**src/rtl/pdg_pkg.sv**
```systemverilog
package pdg_pkg;

    localparam int WAIT_W = 4;

    localparam int BIT_REQ_OFF   = 0;
    localparam int BIT_HWTRIG    = 1;
    localparam int BIT_OVR       = 2;
    localparam int BIT_OVR_FEW   = 4;
    localparam int BIT_OVR_REST  = 5;
    localparam int BIT_OVR_CLAMP = 6;
    localparam int BIT_OVR_RST   = 7;
    localparam int BIT_OVR_CLK   = 8;
    localparam int LSB_CLK_WAIT  = 12;
    localparam int LSB_FEW_WAIT  = 16;
    localparam int LSB_REST_WAIT = 20;
    localparam int BIT_STATUS    = 31;

    typedef enum logic [3:0] {
        PS_ON,
        PS_LAUNCH_OFF,
        PS_UNRETAIN,
        PS_CLK_OFF,
        PS_SW_OFF,
        PS_OFF,
        PS_LAUNCH_ON,
        PS_UNCLAMP,
        PS_FEW_ON,
        PS_REST_ON,
        PS_RETAIN
    } pdg_state_e;

    typedef struct packed {
        logic few;
        logic rest;
        logic clk;
        logic rst;
        logic clamp;
    } pdg_switch_t;

endpackage

```
**src/rtl/pdg_ctrl_regs.sv**
```systemverilog
module pdg_ctrl_regs
    import pdg_pkg::*;
#(
    parameter int DATA_W = 32
) (
    input  logic              clk_i,
    input  logic              rst_ni,
    input  logic              wr_en_i,
    input  logic [DATA_W-1:0] wdata_i,
    input  logic              status_i,
    input  logic              hw_req_off_i,
    output logic [DATA_W-1:0] rdata_o,
    output logic              req_off_o,
    output logic              ovr_en_o,
    output pdg_switch_t       ovr_drive_o,
    output logic [WAIT_W-1:0] clk_wait_o,
    output logic [WAIT_W-1:0] few_wait_o,
    output logic [WAIT_W-1:0] rest_wait_o
);

    function automatic logic [DATA_W-1:0] writable_bits();
        logic [DATA_W-1:0] m;
        m = '0;
        m[BIT_REQ_OFF]   = 1'b1;
        m[BIT_HWTRIG]    = 1'b1;
        m[BIT_OVR]       = 1'b1;
        m[BIT_OVR_FEW]   = 1'b1;
        m[BIT_OVR_REST]  = 1'b1;
        m[BIT_OVR_CLAMP] = 1'b1;
        m[BIT_OVR_RST]   = 1'b1;
        m[BIT_OVR_CLK]   = 1'b1;
        for (int i = 0; i < WAIT_W; i++) begin
            m[LSB_CLK_WAIT + i]  = 1'b1;
            m[LSB_FEW_WAIT + i]  = 1'b1;
            m[LSB_REST_WAIT + i] = 1'b1;
        end
        return m;
    endfunction

    localparam logic [DATA_W-1:0] WR_MASK = writable_bits();

    logic [DATA_W-1:0] ctrl_q;

    always_ff @(posedge clk_i or negedge rst_ni) begin
        if (!rst_ni) begin
            ctrl_q <= '0;
        end else if (wr_en_i) begin
            ctrl_q <= wdata_i & WR_MASK;
        end
    end

    always_comb begin
        rdata_o             = ctrl_q;
        rdata_o[BIT_STATUS] = status_i;
    end

    assign req_off_o   = ctrl_q[BIT_HWTRIG] ? hw_req_off_i : ctrl_q[BIT_REQ_OFF];
    assign ovr_en_o    = ctrl_q[BIT_OVR];
    assign clk_wait_o  = ctrl_q[LSB_CLK_WAIT +: WAIT_W];
    assign few_wait_o  = ctrl_q[LSB_FEW_WAIT +: WAIT_W];
    assign rest_wait_o = ctrl_q[LSB_REST_WAIT +: WAIT_W];

    always_comb begin
        ovr_drive_o.few   = ctrl_q[BIT_OVR_FEW];
        ovr_drive_o.rest  = ctrl_q[BIT_OVR_REST];
        ovr_drive_o.clamp = ctrl_q[BIT_OVR_CLAMP];
        ovr_drive_o.rst   = ctrl_q[BIT_OVR_RST];
        ovr_drive_o.clk   = ctrl_q[BIT_OVR_CLK];
    end

endmodule

```
**src/rtl/pdg_dwell_timer.sv**
```systemverilog
module pdg_dwell_timer #(
    parameter int CNT_W = 16
) (
    input  logic             clk_i,
    input  logic             rst_ni,
    input  logic             restart_i,
    output logic [CNT_W-1:0] cnt_o
);

    logic [CNT_W-1:0] cnt_q;

    always_ff @(posedge clk_i or negedge rst_ni) begin
        if (!rst_ni) begin
            cnt_q <= '0;
        end else if (restart_i) begin
            cnt_q <= '0;
        end else if (cnt_q != '1) begin
            cnt_q <= cnt_q + 1'b1;
        end
    end

    assign cnt_o = cnt_q;

endmodule

```
**src/rtl/pdg_step_fsm.sv**
```systemverilog
module pdg_step_fsm
    import pdg_pkg::*;
#(
    parameter int CNT_W       = 16,
    parameter int STARTUP_CYC = 8,
    parameter int HOLDOFF_CYC = 40
) (
    input  logic              clk_i,
    input  logic              rst_ni,
    input  logic              req_off_i,
    input  logic              freeze_i,
    input  logic [WAIT_W-1:0] clk_wait_i,
    input  logic [WAIT_W-1:0] few_wait_i,
    input  logic [WAIT_W-1:0] rest_wait_i,
    input  logic [CNT_W-1:0]  cnt_i,
    output logic              restart_o,
    output pdg_switch_t       drive_o,
    output logic              ret_o,
    output logic              status_o
);

    localparam logic [CNT_W-1:0] ONE_CYC     = CNT_W'(1);
    localparam logic [CNT_W-1:0] STARTUP_LEN = CNT_W'(STARTUP_CYC);
    localparam logic [CNT_W-1:0] HOLDOFF_LEN = CNT_W'(HOLDOFF_CYC);

    pdg_state_e       state_q, state_d;
    logic [CNT_W-1:0] dwell;
    logic             step_done;
    logic             status_q;

    // dwell length of the current state, in cycles
    always_comb begin
        unique case (state_q)
            PS_LAUNCH_OFF, PS_LAUNCH_ON: dwell = STARTUP_LEN;
            PS_CLK_OFF:                  dwell = ONE_CYC << clk_wait_i;
            PS_FEW_ON:                   dwell = ONE_CYC << few_wait_i;
            PS_REST_ON:                  dwell = ONE_CYC << rest_wait_i;
            PS_RETAIN:                   dwell = HOLDOFF_LEN;
            default:                     dwell = ONE_CYC;
        endcase
    end

    assign step_done = (cnt_i >= (dwell - ONE_CYC));

    always_comb begin
        state_d = state_q;
        if (!freeze_i) begin
            unique case (state_q)
                PS_ON:         if (req_off_i) state_d = PS_LAUNCH_OFF;
                PS_LAUNCH_OFF: if (step_done) state_d = PS_UNRETAIN;
                PS_UNRETAIN:   if (step_done) state_d = PS_CLK_OFF;
                PS_CLK_OFF:    if (step_done) state_d = PS_SW_OFF;
                PS_SW_OFF:     if (step_done) state_d = PS_OFF;
                PS_OFF:        if (!req_off_i) state_d = PS_LAUNCH_ON;
                PS_LAUNCH_ON:  if (step_done) state_d = PS_UNCLAMP;
                PS_UNCLAMP:    if (step_done) state_d = PS_FEW_ON;
                PS_FEW_ON:     if (step_done) state_d = PS_REST_ON;
                PS_REST_ON:    if (step_done) state_d = PS_RETAIN;
                PS_RETAIN:     if (step_done) state_d = PS_ON;
                default:       state_d = PS_ON;
            endcase
        end
    end

    assign restart_o = (state_d != state_q);

    // state register and power-good flag
    always_ff @(posedge clk_i or negedge rst_ni) begin
        if (!rst_ni) begin
            state_q  <= PS_ON;
            status_q <= 1'b1;
        end else begin
            state_q <= state_d;
            if (state_d == PS_ON) begin
                status_q <= 1'b1;
            end else if (state_d == PS_OFF) begin
                status_q <= 1'b0;
            end
        end
    end

    assign status_o = status_q;

    // output decode
    always_comb begin
        drive_o = '0;
        ret_o   = 1'b0;
        unique case (state_q)
            PS_ON, PS_LAUNCH_OFF: begin
                drive_o.few  = 1'b1;
                drive_o.rest = 1'b1;
                drive_o.clk  = 1'b1;
                ret_o        = 1'b1;
            end
            PS_UNRETAIN: begin
                drive_o.few  = 1'b1;
                drive_o.rest = 1'b1;
                drive_o.clk  = 1'b1;
            end
            PS_CLK_OFF: begin
                drive_o.few  = 1'b1;
                drive_o.rest = 1'b1;
            end
            PS_SW_OFF: begin
                drive_o = '0;
            end
            PS_OFF, PS_LAUNCH_ON: begin
                drive_o.clamp = 1'b1;
                drive_o.rst   = 1'b1;
            end
            PS_UNCLAMP: begin
                drive_o.rst = 1'b1;
            end
            PS_FEW_ON: begin
                drive_o.few = 1'b1;
                drive_o.rst = 1'b1;
            end
            PS_REST_ON: begin
                drive_o.few  = 1'b1;
                drive_o.rest = 1'b1;
                drive_o.rst  = 1'b1;
            end
            PS_RETAIN: begin
                drive_o.few  = 1'b1;
                drive_o.rest = 1'b1;
                ret_o        = 1'b1;
            end
            default: begin
                drive_o = '0;
                ret_o   = 1'b0;
            end
        endcase
    end

endmodule

```
**src/rtl/pd_gate_seq.sv**
```systemverilog
module pd_gate_seq
    import pdg_pkg::*;
#(
    parameter int DATA_W      = 32,
    parameter int STARTUP_CYC = 8,
    parameter int HOLDOFF_CYC = 40
) (
    input  logic              clk,
    input  logic              rst_n,
    input  logic              cfg_wr_en,
    input  logic [DATA_W-1:0] cfg_wdata,
    output logic [DATA_W-1:0] cfg_rdata,
    input  logic              hw_req_off,
    output logic              sw_few_en,
    output logic              sw_rest_en,
    output logic              dom_clk_en,
    output logic              dom_reset,
    output logic              io_clamp,
    output logic              ret_mem,
    output logic              ret_periph
);

    localparam int CNT_W = 2 ** WAIT_W;

    logic              req_off;
    logic              ovr_en;
    pdg_switch_t       ovr_drive;
    pdg_switch_t       fsm_drive;
    pdg_switch_t       out_drive;
    logic [WAIT_W-1:0] clk_wait, few_wait, rest_wait;
    logic [CNT_W-1:0]  dwell_cnt;
    logic              restart;
    logic              fsm_ret;
    logic              status;

    pdg_ctrl_regs #(
        .DATA_W (DATA_W)
    ) u_regs (
        .clk_i        (clk),
        .rst_ni       (rst_n),
        .wr_en_i      (cfg_wr_en),
        .wdata_i      (cfg_wdata),
        .status_i     (status),
        .hw_req_off_i (hw_req_off),
        .rdata_o      (cfg_rdata),
        .req_off_o    (req_off),
        .ovr_en_o     (ovr_en),
        .ovr_drive_o  (ovr_drive),
        .clk_wait_o   (clk_wait),
        .few_wait_o   (few_wait),
        .rest_wait_o  (rest_wait)
    );

    pdg_dwell_timer #(
        .CNT_W (CNT_W)
    ) u_timer (
        .clk_i     (clk),
        .rst_ni    (rst_n),
        .restart_i (restart),
        .cnt_o     (dwell_cnt)
    );

    pdg_step_fsm #(
        .CNT_W       (CNT_W),
        .STARTUP_CYC (STARTUP_CYC),
        .HOLDOFF_CYC (HOLDOFF_CYC)
    ) u_fsm (
        .clk_i       (clk),
        .rst_ni      (rst_n),
        .req_off_i   (req_off),
        .freeze_i    (ovr_en),
        .clk_wait_i  (clk_wait),
        .few_wait_i  (few_wait),
        .rest_wait_i (rest_wait),
        .cnt_i       (dwell_cnt),
        .restart_o   (restart),
        .drive_o     (fsm_drive),
        .ret_o       (fsm_ret),
        .status_o    (status)
    );

    assign out_drive  = ovr_en ? ovr_drive : fsm_drive;

    assign sw_few_en  = out_drive.few;
    assign sw_rest_en = out_drive.rest;
    assign dom_clk_en = out_drive.clk;
    assign dom_reset  = out_drive.rst;
    assign io_clamp   = out_drive.clamp;
    assign ret_mem    = fsm_ret;
    assign ret_periph = fsm_ret;

endmodule

```
**config.mk**
```make
export PLATFORM = sky130hd
export DESIGN_NAME = pd_gate_seq
export DESIGN_NICKNAME = d
export VERILOG_FILES = /design/src/rtl/pdg_pkg.sv /design/src/rtl/pdg_ctrl_regs.sv /design/src/rtl/pdg_dwell_timer.sv /design/src/rtl/pdg_step_fsm.sv /design/src/rtl/pd_gate_seq.sv
export SDC_FILE = /design/constraint.sdc
export NUM_CORES = 1
export LEC_CHECK = 0
export ABC_AREA = 0
export BUFFER_PORTS_ARGS = -buffer_cell sky130_fd_sc_hd__buf_2
export CORE_ASPECT_RATIO = 0.5
export CORE_MARGIN = 5
export CORE_UTILIZATION = 45
export DETAILED_ROUTE_END_ITERATION = 12
export MAX_ROUTING_LAYER = met4
export PLACE_DENSITY = 0.72
export SLEW_MARGIN = 40
export SYNTH_ARGS = -nofsm -noshare
export SYNTH_HDL_FRONTEND = slang
export SYNTH_SLANG_ARGS = --single-unit
```
**constraint.sdc**
```tcl
create_clock -name clk -period 4.2 [get_ports clk]
set_input_delay 1.05 -clock clk [delete_from_list [all_inputs] [get_ports clk]]
set_output_delay 1.05 -clock clk [all_outputs]
set_load 0.005 [all_outputs]
```
# == Word level (Yosys, flattened, before mapping) ==
# Index checks and enable logic that the tools add are counted.
# word_totals
register_bits,41
inputBits,36
wordCells,60
# classes
addsub,2
order_cmp,1
eq_ne,13
shifts,3
muxes,26
reduce_logical,11
# op_table
cell,count
case mux 16 bit (5 select lines),1
two-way mux 4 bit,12
left shift 1 x 4 -> 16 bit (first input constant),3
case mux 4 bit (11 select lines),1
two-way mux 16 bit,2
== test 4 x 3 -> 1 bit (second input constant),5
adder 16 x 1 -> 16 bit (second input constant),1
greater-or-equal comparator 16 bit,1
!= test 16 bit (second input constant),1
subtractor 16 x 1 -> 16 bit (second input constant),1
== test 4 bit (second input constant),3
two-way mux 1 bit,9
== test 4 x 2 -> 1 bit (second input constant),2
zero test 4 bit,2
OR reduction 7 bit,1
OR reduction 3 bit,2
OR reduction 6 bit,1
two-way mux 5 bit,1
OR reduction 5 bit,1
== test 4 x 1 -> 1 bit (second input constant),1
!= test 4 bit,1
nonzero test 2 bit,2
OR reduction 2 bit,2

# == Longest topological paths before layout ==
# depth
ltp_word,11
mapped_depth,23

# == Cells and area by module ==
# From an unflattened synthesis, not the netlist that was laid out.
# unflattened
cells_unflattened,362
hier_area_um2,3318.2
# by_module_without_submodules
mod,n_inst,cells_each,area_per_inst_um2
pdg_step_fsm,1,185,1278.7
pdg_ctrl_regs,1,74,1063.5
pdg_dwell_timer,1,97,912.1
pd_gate_seq,1,6,63.8

# == Worst setup path before layout ==
# OpenSTA, ideal clock, no wires.
# synth_path
kind,flip-flop to flip-flop
from,reg u_fsm.state_q[2]
to,"reg u_timer.cnt_q[11], in the netlist u_timer.cnt_o[11]"
arrival_time_ns,4.216
path_slack_ns,-0.138
path_stages_with_launch,22
path_buffers,1
cell_sequence,dfrtp_1 -> nor3b_2 -> mux2i_1 -> nor3_2 -> nand2_1 -> o21a_1 -> ha_1 -> o31a_1 -> o21ai_1 -> nor2_1 -> nor2_1 -> nand2_1 -> o21ai_0 -> a21oi_1 -> ha_1 -> nand4_2 -> nor3_4 -> nand2_1 -> and3_4 -> a311oi_2 -> buf_2 -> nor2_1
# synth_via
elab_chain_len,10
word_cells_on_any_way,31
# synth_lines
element,line,source
start: declaration,pdg_step_fsm.sv:26,"pdg_state_e state_q, state_d;"
start signal: assignment,pdg_step_fsm.sv:73,state_q <= state_d;
== test 4 x 3 -> 1 bit / == test 4 x 1 -> 1 bit (equally long branches),"pdg_step_fsm.sv:33, pdg_step_fsm.sv:48",
OR reduction 2 bit,pdg_step_fsm.sv:33,unique case (state_q)
case mux 16 bit (5 select lines),pdg_step_fsm.sv:33,
subtractor 16 x 1 -> 16 bit,pdg_step_fsm.sv:43,assign step_done = (cnt_i >= (dwell - ONE_CYC));
greater-or-equal comparator 16 bit,pdg_step_fsm.sv:43,
two-way mux 4 bit (tied with other cells),pdg_step_fsm.sv:59,PS_RETAIN: if (step_done) state_d = PS_ON;
case mux 4 bit (11 select lines),pdg_step_fsm.sv:48,unique case (state_q)
two-way mux 4 bit,pdg_step_fsm.sv:47,if (!freeze_i) begin
!= test 4 bit (*),pdg_step_fsm.sv:65,assign restart_o = (state_d != state_q);
two-way mux 16 bit / nonzero test 2 bit (equally long branches),n/a,
end signal: assignment,pdg_dwell_timer.sv:18,cnt_q <= cnt_q + 1'b1;
end: declaration,pdg_dwell_timer.sv:10,logic [CNT_W-1:0] cnt_q;
# Mark *: on every way between the ends. The rest lies on a longest branch, timed or not.
# A chain may end at the register's enable or synchronous reset.

# == Worst setup path in the final report ==
# layout_path
from,reg u_fsm.state_q[2]
to,"reg u_timer.cnt_q[12], in the netlist u_timer.cnt_o[12]"
# Same word-level chain as after synthesis.

==> run summary <==
Synth cell types: 60
CTS tree: built
Share of total power in sequential cells: 0.166
Post-Syn Instances: 339
Setup ws final: -0.06127 ns
Max-Cap Viols: 0
Post-Syn Area: 3064 sq um
CP endpoint kind: flip-flop
Final hold vios: 0
RSZ-0062 raised after global routing: yes
DRC Markers: 0
CP peak stage delay: 0.41 ns
Final WL: 7972 um
Max-slew violations: 0
Layout area overhead: 34.83%
CTS root buf: clkbuf_16
Worst EP arrival: 4.44 ns
Setup tns final: -0.8677 ns
Die Area: 8660 sq um
Core area: 6648 sq um
Status: complete, but fails checks
CP max-delay cell: dfrtp_1
Clock sinks: 41
FILL cells: 582
Num CTS Buffers: 5
Antenna diodes: 0
Mux cell area share after synthesis: 0.09637
Required @ worst endpoint: 4.38 ns
Final Cell Area: 4131 sq um
Post-Synth Simple-Gate Area: 0.2103
LEAKAGE: 1.895 nW
Largest family of logic cells by synthesized area: simple AND/OR/NAND/NOR gates
Crit Path Max Fanout: 8
Clock network power share: 0.112
Ys async rst share: 1.000
Psw: 1.489 mW
Area leader, netlist: dfrtp_1
Seq cells post-synth: 41
Register area share after synthesis: 0.3352
Area post-placement: 3655 sq um
HPWL Detailed: 5503 um
All-Layer GR Usage: 0.1857
IO Pins: 75
Int Power: 1.892 mW
Nature of the critical path startpoint: flip-flop
Final min period: 4.261 ns
Gp weighted congestion: 0.9131
GRT Residual Overflow: 0
Clock transition at path regs: 0.06 ns
Clk_skew: 0.002375 ns
Die Y: 68.35 um
DR iter-0 viols: 177
Relative slew slack: 0.5457
IO buf count: 51
DP Worst Slack: -0.2480 ns
Synthesized-area fraction occupied by adder cells: 0.07350
VDD IR max: 321.0 uV
Max Fclk: 0.2347 GHz
Tcrit/Tclk final: 1.015
Largest net degree at the start of global routing: 42
Via/cell ratio: 5.382
Critical-path cell list: nor3b_4, mux2i_2, nor3_4, nand2_1, o21a_1, ha_2, o31a_1, o21ai_4, or2_1, o21ai_1, a21oi_1, ha_1, nand4_2, buf_6, nor3_4, o311ai_4, and3_4, buf_6, a311oi_4, buf_6, buf_12, nor2_1
Vias: 2847
Initial antenna violation count: 0
Top cell type's share of synthesized area: 0.3267
CP top delay family: simple AND/OR/NAND/NOR gates
First-pass GRT wire length: 12400 um
Final core utilization: 0.6215
Synth Flop Type: dfrtp_1
Failing checks: negative setup slack
CP bufs+invs: 4
Clock buffer depth: 2
Routed len/inst: 15.07 um
Least-Margin Pin Slew: 0.6814 ns
Number of global-route vias before repair: 2625
Synth warn: 0
Clock latency on the worst-skew pair: 0.29 ns
Pwr per Cell Area: 818.4 nW/um^2
Hold Path Class: reg -> reg
Number of synthesized flops with an enable pin: 0
First-pass iteration count of the detailed router: 4
Row cnt: 21
Synth Area per Inst: 9.039 sq um
Layout Nets: 490
Hold_buf cts: 0
Initial core utilization: 0.4609
Synth Area in XOR/XNOR: 0.03716
Count of antenna-violating nets left after detailed routing: 0
Setup-failing EPs final: 17
Switching Fraction: 0.4405
Comb pwr share: 0.721
CP dominant cell by count: buf_6
Kind of critical path: reg -> reg
Width of the die: 126.7 um
Synth top area cells: dfrtp_1 (33%), ha_1 (7.3%), mux2_2 (7.3%)
Compound-gate portion of the synthesized area: 0.1846
Layout cell share with drive strength beyond 1: 0.4096
H-Tree Level Count: 2
power groups by stage:
stage	clock network, mW	registers (mW)	logic [mW]
after floorplan	0	0.536	1.38
after global placement	0	0.563	2.02
after detailed placement	0	0.563	2.06
after CTS	0.389	0.557	2.23
after global routing	0.404	0.575	2.68
final	0.380	0.563	2.44
sequential cells by signal, summed over array words and instances (netlist names):
name and flops:
u_regs.ctrl_q 20, u_timer.cnt_o 16, u_fsm.state_q 4, u_fsm.status_o 1
layout make-up:
class,count,area [sq um],share of cell area
multi-input cells,275,2073,0.5018
repair buffers,108,753.2,0.1823
inverters,5,18.77,0.004543
clock inverters,3,17.52,0.004240
flip-flops and latches,41,1028,0.2489
well taps,92,115.1,0.02786
clock buffers,5,125.1,0.03028
worst reg2reg max path, stage by stage, from the launching register on:
cell and delay, ns:
dfrtp_1 0.41, nor3b_4 0.26, mux2i_2 0.34, nor3_4 0.09
nand2_1 0.09, o21a_1 0.14, ha_2 0.19, o31a_1 0.18
o21ai_4 0.12, or2_1 0.25, o21ai_1 0.12, a21oi_1 0.08
ha_1 0.35, nand4_2 0.11, buf_6 0.14, nor3_4 0.19
o311ai_4 0.17, and3_4 0.22, buf_6 0.12, a311oi_4 0.20
buf_6 0.17, buf_12 0.14, nor2_1 0.07
cell usage after synthesis (6+ instances only):
library cell,count
nand2_1,33
buf_4,14
nor3_1,9
buf_2,7
nand3_1,8
o21ai_0,13
clkbuf_1,6
a21oi_1,26
nand4_1,8
ha_1,18
mux2_2,20
nor2_1,32
mux2i_1,7
a31oi_1,6
xor2_1,10
dfrtp_1,40
final timing paths:
| check | cells after the start | start | end | slack, ns |
|---|---|---|---|---|
| worst max-delay path | 22 | u_fsm.state_q[2]$_DFF_PN0_ | u_timer.cnt_o[12]$_DFFE_PN0P_ | -0.06 |
| worst min-delay path | 1 | u_regs.ctrl_q[8]$_DFFE_PN0P_ | u_regs.ctrl_q[8]$_DFFE_PN0P_ | 0.53 |
| worst min register to register | 1 | u_regs.ctrl_q[8]$_DFFE_PN0P_ | u_regs.ctrl_q[8]$_DFFE_PN0P_ | 0.53 |
| worst max register to register | 22 | u_fsm.state_q[2]$_DFF_PN0_ | u_timer.cnt_o[12]$_DFFE_PN0P_ | -0.06 |
| max in group asynchronous | 1 | rst_n | u_fsm.state_q[0]$_DFF_PN0_ | 3.07 |
| min in group asynchronous | 1 | rst_n | u_timer.cnt_o[1]$_DFFE_PN0P_ | 0.74 |
cells by family after synthesis:
family,Yosys count
DFF,41
adders and majority gates,18
and+or+nand+nor,124
muxes,27
AOI/OAI and AO/OA,81
other,2
xor gates and xnor gates,13
buffers and inverters,33
routing by layer:
metal / wire length, um / vias up / track usage
li1: - / 1401 / -
met1: 3835 / 1375 / 0.2471
met2: 3647 / 60 / 0.2855
met3: 386 / 11 / 0.04053
met4: 103 / 0 / 0.05882
met5: 0 / - / -
layout by cell type, fill, tap and decap left out, types with 3 or more instances in the layout:
cell	Yosys	routed
nor3_1	9	7
nor2_4	0	5
nor2b_1	5	4
nor2_1	32	23
mux2i_1	7	5
nand2b_1	5	5
inv_1	5	5
nand2_1	33	31
ha_1	18	17
nand3_1	8	7
a21oi_2	1	4
o21ai_1	4	4
buf_6	0	10
and2_1	4	4
or3_1	4	4
nor2_2	0	4
buf_2	7	50
xor2_1	10	10
xnor2_1	3	3
a31oi_1	6	4
a21oi_1	26	22
o21ai_0	13	11
dfrtp_1	40	39
conb_1	2	12
nand3b_1	3	3
a21o_1	5	5
clkbuf_16	0	6
buf_4	14	46
mux2_2	20	20
nand4_1	8	8
through the flow:
| step | cells | power (mW) | hold WS (ns) |
|---|---|---|---|
| after CTS | 526 | 3.174 | 0.5291 |
| after global placement | 506 | 2.581 | 0.5110 |
| after floorplan | 349 | 1.916 | 0.5241 |
| after detailed placement | 506 | 2.628 | 0.5152 |
| final | 529 | 3.381 | 0.5319 |
| after global routing | 529 | 3.660 | 0.5550 |
timing repair:
action	4_1_cts	5_1_grt
endpoints found under the setup margin	17	21
endpoints found under the hold margin	0	0
gates cloned	0	1
gates resized for setup	10	37
setup buffers	12	5
pin swaps	17	23
Power figures use the tool's default switching activity.
